## config.mk

```make
export PLATFORM = sky130hd
export DESIGN_NAME = hazard_split7
export DESIGN_NICKNAME = d
export VERILOG_FILES = /design/src/rtl/hazard_split7.sv
export SDC_FILE = /design/constraint.sdc
export NUM_CORES = 1
export LEC_CHECK = 0
export ABC_AREA = 1
export CORE_UTILIZATION = 37
export DETAILED_ROUTE_END_ITERATION = 10
export PLACE_DENSITY_LB_ADDON = 0.15
export SYNTH_ARGS = -nofsm -noshare
export SYNTH_HDL_FRONTEND = slang
export SYNTH_SLANG_ARGS = --single-unit
```

## constraint.sdc

```tcl
create_clock -name vclk -period 1.3
set_clock_uncertainty 0.05 [all_clocks]
set_input_delay 0.39 -clock vclk [all_inputs]
set_output_delay 0.39 -clock vclk [all_outputs]
set_load 0.02 [all_outputs]
```

## src/rtl/hazard_split7.sv

```systemverilog
module hazard_split7 #(
  parameter int REG_W = 5
) (
  input  logic [REG_W-1:0] id_rs,
  input  logic [REG_W-1:0] id_rt,
  input  logic             id_store,
  input  logic [REG_W-1:0] ex1_rs,
  input  logic [REG_W-1:0] ex1_rt,
  input  logic [REG_W-1:0] ex1_dst,
  input  logic             ex1_wr,
  input  logic [REG_W-1:0] ex2_dst,
  input  logic             ex2_wr,
  input  logic             ex2_load,
  input  logic [REG_W-1:0] mem1_dst,
  input  logic             mem1_wr,
  input  logic             mem1_load,
  input  logic             mem1_store,
  input  logic [REG_W-1:0] mem1_rt,
  input  logic [REG_W-1:0] mem2_dst,
  input  logic             mem2_wr,
  input  logic             mem2_load,
  input  logic [REG_W-1:0] wb_dst,
  input  logic             wb_wr,
  output logic             stall,
  output logic [1:0]       fwd_a,
  output logic [1:0]       fwd_b,
  output logic             st_fwd
);

  localparam logic [1:0] SRC_RF = 2'd0;
  localparam logic [1:0] SRC_M1 = 2'd1;
  localparam logic [1:0] SRC_M2 = 2'd2;
  localparam logic [1:0] SRC_WB = 2'd3;

  function automatic logic [1:0] pick(input logic [REG_W-1:0] s);
    if (s == '0)                            pick = SRC_RF;
    else if (mem1_wr && mem1_dst == s)      pick = mem1_load ? SRC_RF : SRC_M1;
    else if (mem2_wr && mem2_dst == s)      pick = mem2_load ? SRC_RF : SRC_M2;
    else if (wb_wr && wb_dst == s)          pick = SRC_WB;
    else                                    pick = SRC_RF;
  endfunction

  function automatic logic must_wait(input logic [REG_W-1:0] s, input logic late_use);
    if (s == '0)                            must_wait = 1'b0;
    else if (ex1_wr && ex1_dst == s)        must_wait = 1'b1;
    else if (ex2_wr && ex2_dst == s)        must_wait = ex2_load && !late_use;
    else if (mem1_wr && mem1_dst == s)      must_wait = mem1_load;
    else                                    must_wait = 1'b0;
  endfunction

  always_comb begin
    fwd_a = pick(ex1_rs);
    fwd_b = pick(ex1_rt);
    stall = must_wait(id_rs, 1'b0) | must_wait(id_rt, id_store);
  end

  assign st_fwd = mem1_store && (mem1_rt != '0) && wb_wr && (wb_dst == mem1_rt)
                  && !(mem2_wr && mem2_dst == mem1_rt);

  always_comb begin
    if (ex1_rs == '0) AST_ZERO_REG_QUIET: assert (fwd_a == SRC_RF);
    if (fwd_a == SRC_M1) AST_M1_ALU_ONLY: assert (mem1_wr && !mem1_load && mem1_dst == ex1_rs);
    if (fwd_b == SRC_WB) AST_WB_MATCH: assert (wb_wr && wb_dst == ex1_rt);
    if (stall) AST_STALL_HAS_SOURCE: assert ((id_rs != '0) || (id_rt != '0));
    if (stall) AST_STALL_YOUNG_PRODUCER: assert (ex1_wr || ex2_load || mem1_load);
    if (st_fwd) AST_STFWD_STORE_WB: assert (mem1_store && wb_wr);
  end

endmodule

```

## Word-level counts from Yosys, hierarchy flattened

Index checks and enable logic that the tools add are counted.

| operators by class | value |
|---|---|
| multiplexer cells | 18 |
| eq/ne operators | 14 |
| reduce and logical (&&, ||, !) cells | 25 |
| bitwise gates (word level) | 1 |

Operators with widths:

| kind | count |
|---|---|
| $eq A5 B5 Y1 | 14 |
| $logic_not A5 Y1 | 4 |
| $logic_and A1 B1 Y1 | 18 |
| $mux W2 | 9 |
| $mux W1 | 9 |
| $reduce_bool A5 Y1 | 1 |
| $logic_not A1 Y1 | 2 |
| $or A1 B1 Y1 | 1 |

| storage, ports and cells | value |
|---|---|
| output and inout port bits | 6 |
| logic and storage cells | 58 |
| bits in registers | 0 |
| bits of input ports | 60 |

## Depth between registers and ports, before layout

| depth | value |
|---|---|
| depth in word-level cells | 7 |
| depth in mapped cells | 10 |
| depth with buffers taken out | 10 |

## Least setup slack after synthesis

No wires, ideal clock.

| timing path | value |
|---|---|
| path kind | input port to output port |
| from | input port ex1_rt[0] |
| to | output port fwd_b[1] |
| arrival | 1.198 ns |
| stages on the path | 5 |
| slack | -0.338 ns |
| required time | 0.860 ns |
| path buffers | 0 |
| path through | inv_1 -> nor2_1 -> nor3_1 -> nand4_1 -> a21oi_1 |

| on the way | value |
|---|---|
| longest elaborated chain between the ends | 6 |
| elaborated cells between the ends (all ways) | 11 |
| classes of those cells | 3 x eq/ne; 4 x mux; 4 x reduce/logical |

Ends and longest elaborated chain:

| item | line | text |
|---|---|---|
| start: declaration | 8 | `input logic [REG_W-1:0] ex1_rt,` |
| $eq A5 B5 Y1 | 39 | `else if (wb_wr && wb_dst == s) pick = SRC_WB;` |
| $logic_and A1 B1 Y1 | 39 |  |
| $mux W2 | 39 |  |
| $mux W2 | 38 | `else if (mem2_wr && mem2_dst == s) pick = mem2_load ? SRC_RF : SRC_M2;` |
| $mux W2 | 37 | `else if (mem1_wr && mem1_dst == s) pick = mem1_load ? SRC_RF : SRC_M1;` |
| $mux W2 (*) | 36 | `if (s == '0) pick = SRC_RF;` |
| end: declaration | 26 | `output logic [1:0] fwd_b,` |

Mark *: on every way between the ends. The rest lies on a longest branch, timed or not.

## Final worst setup path

| timing path | value |
|---|---|
| from | input port mem1_dst[4] |
| to | output port fwd_b[0] |

| on the way | value |
|---|---|
| longest elaborated chain between the ends | 4 |

Ends and longest elaborated chain:

| item | line | text |
|---|---|---|
| start: declaration | 14 | `input logic [REG_W-1:0] mem1_dst,` |
| $eq A5 B5 Y1 | 37 |  |
| $logic_and A1 B1 Y1 | 37 |  |
| $mux W2 | 37 |  |
| $mux W2 | 36 |  |

Every way passes these cells.

==> impl_metrics.json <==
{
  "num-nets-final": 422,
  "floorplan.initialDensity": 0.393,
  "terminating_pin_of_the_worst_hold_path": "stall",
  "final_common_cell": "nand2_1",
  "netlist_instances": 266,
  "nClkBuffers": 0,
  "setup_viol_count_final": 6,
  "worst_hold_startpoint": "id_rs[4]",
  "aggregate_negative_setup_slack_ns": -2.72,
  "gp_congestion": 0.929,
  "vdd_drop_max_mv": 0.204,
  "number_of_diodes": 0,
  "antenna_violations_before_repair": 0,
  "synth_cell_types": 18,
  "post-route-period-util": 1.39,
  "maxSlewViolCount": 0,
  "postCtsHoldBufs": 0,
  "wl_final_mm": 5.71,
  "synth_top_family_by_area": "simple AND/OR/NAND/NOR gates",
  "core_region_area_sq_um": 3080,
  "cellPowerDensity_nw_per_um2": 326,
  "achievable-frequency_mhz": 553,
  "layout_common_cells": "nand2_1, nor2_1, buf_4, buf_6, inv_2",
  "worstMarginPinSlew_ns": 0.227,
  "cap_violations": 0,
  "cp_data_arrival_time_ns": 1.37,
  "initialDrtViolationCount": 182,
  "hold-path-cell-count": 6,
  "timing.critical_path.to_type": "primary output",
  "synth-compound-area-share": 0.196,
  "route.detailed.wl_per_inst_um": 14.1,
  "total_power_w": 0.000796,
  "relSlewSlack": 0.847,
  "port-buffer-count": 66,
  "hp-class": "primary input to primary output",
  "synth.net_count": 326,
  "synth-seq-area-share": 0,
  "floorplan.die_area_sq_um": 3500,
  "vias": 2173,
  "crit_path_max_fanout": 4,
  "flow.area_growth_from_synthesis_pct": 102,
  "final_critical_delay_including_setup_and_external_delays_ns": 1.81,
  "final-seq-area_sq_um": 0,
  "violations": "setup timing",
  "grt_util_all_layers": 0.323,
  "yosys-mux-area-fraction": 0,
  "non_filler_cells_in_the_finished_layout": 404,
  "worst_slack_ns": -0.507,
  "grt_first_pass_wirelength_mm": 8.56,
  "ant_nets": 0,
  "criticalPathCategory": "primary input to primary output",
  "final_hold_viol_count": 0,
  "critical_path_required_ns": 0.86,
  "synth_simple_gate_area_share": 0.562,
  "status": "finished with violations",
  "floorplan.die.height_um": 59.2,
  "design.seq.count": 0,
  "synth_adder_area_share": 0,
  "syn_avg_cell_area_sq_um": 4.54,
  "drt_pre_antenna_iters": 4,
  "pre_cts_setup_slack_ns": -1.44,
  "detailed_place_hpwl_mm": 4.17,
  "grt_setup_unrepaired": "yes",
  "std_cell_rows": 20,
  "grt_pass1_vias": 1813,
  "timing.critical_path.from_type": "primary input",
  "numPlacedInstances": 401,
  "post-route-util": 0.793,
  "fp.dieW_um": 59.2,
  "syn-cell-area_sq_um": 1210,
  "grt_start_max_net_pins": 7,
  "overflow": 0,
  "post_route_cells_drive_above_1_share": 0.536,
  "leakage_nw": 1.21,
  "ys.warnings.count": 0,
  "io_pins": 66,
  "drt_drc_violations_left": 0,
  "drt-vias-per-instance": 5.38,
  "xor_xnor_fraction_of_synth_area": 0.0870
}
-- synth_stat cells (all sizes together) --
cell    number  share of area
nor3        11          0.046
a21oi       16          0.069
o21ai       13          0.054
nand4        8          0.041
nand2       80           0.25
xor2         4          0.029
nor4         1         0.0052
nor2        42           0.13
nand3       19          0.087
inv         49           0.15
clkinv       1         0.0031
o22ai       14          0.072
xnor2        8          0.058
-- worst max-delay path by stage --
stage,start,to,slack [ns],cells after the start
2_1_floorplan,ex1_rs[4],fwd_a[0],-0.19,5
3_3_place_gp,ex1_rs[1],fwd_a[0],-1.45,8
3_5_place_dp,ex1_rs[3],fwd_a[1],-1.44,7
4_1_cts,mem1_dst[1],stall,-0.48,12
5_1_grt,wb_dst[3],fwd_b[0],-0.56,7
6_report,mem1_dst[4],fwd_b[0],-0.51,7
-- final cells by class --
type / count / area, sq um
multi-input cells: 216 / 1350
repair buffers: 94 / 818
fillers: 250 / 636
inverters: 50 / 215
well taps: 44 / 55.1
-- layer usage --
metal,track usage,share of wire,vias up
met4,0.0340,0.013,0
met1,0.503,0.44,979
met5,0,0,-
met3,0.0109,0.10,12
met2,0.502,0.45,128
li1,-,-,1054
-- worst max-delay path, cell delays in order --
cell and delay (ns):
buf_4 0.14, inv_2 0.09, o22ai_1 0.09, nor2_1 0.18, nand3_2 0.16, a21oi_4 0.18, buf_6 0.13
-- stage by stage --
stage / hold WS [ns] / area (sq um)
2_1_floorplan: 0.948 / 1320
3_3_place_gp: 1.94 / 2220
3_5_place_dp: 1.94 / 2220
4_1_cts: 1.19 / 2380
5_1_grt: 1.24 / 2440
6_report: 1.21 / 2440
-- report_power, final --
| part | switching, W | internal, W | leakage (nW) |
|---|---|---|---|
| Sequential | 0 | 0 | 0 |
| Clock | 0 | 0 | 0 |
| Combinational | 0.000422 | 0.000374 | 1.21 |
-- logic make-up (layout without fill, tap and decap cells) --
| kind of cell | Yosys count | count (layout) |
|---|---|---|
| XOR/XNOR | 12 | 12 |
| AND/OR/NAND/NOR | 161 | 161 |
| AO/OA/AOI/OAI | 43 | 43 |
| buffers and inverters | 50 | 144 |
-- what timing repair did --
action                                  in CTS  in global routing
gates resized for setup                    369                 33
buffers inserted                             3                  0
pin swaps                                   75                 43
endpoints found under the setup margin       6                  6
(Power assumes the default switching activity.)
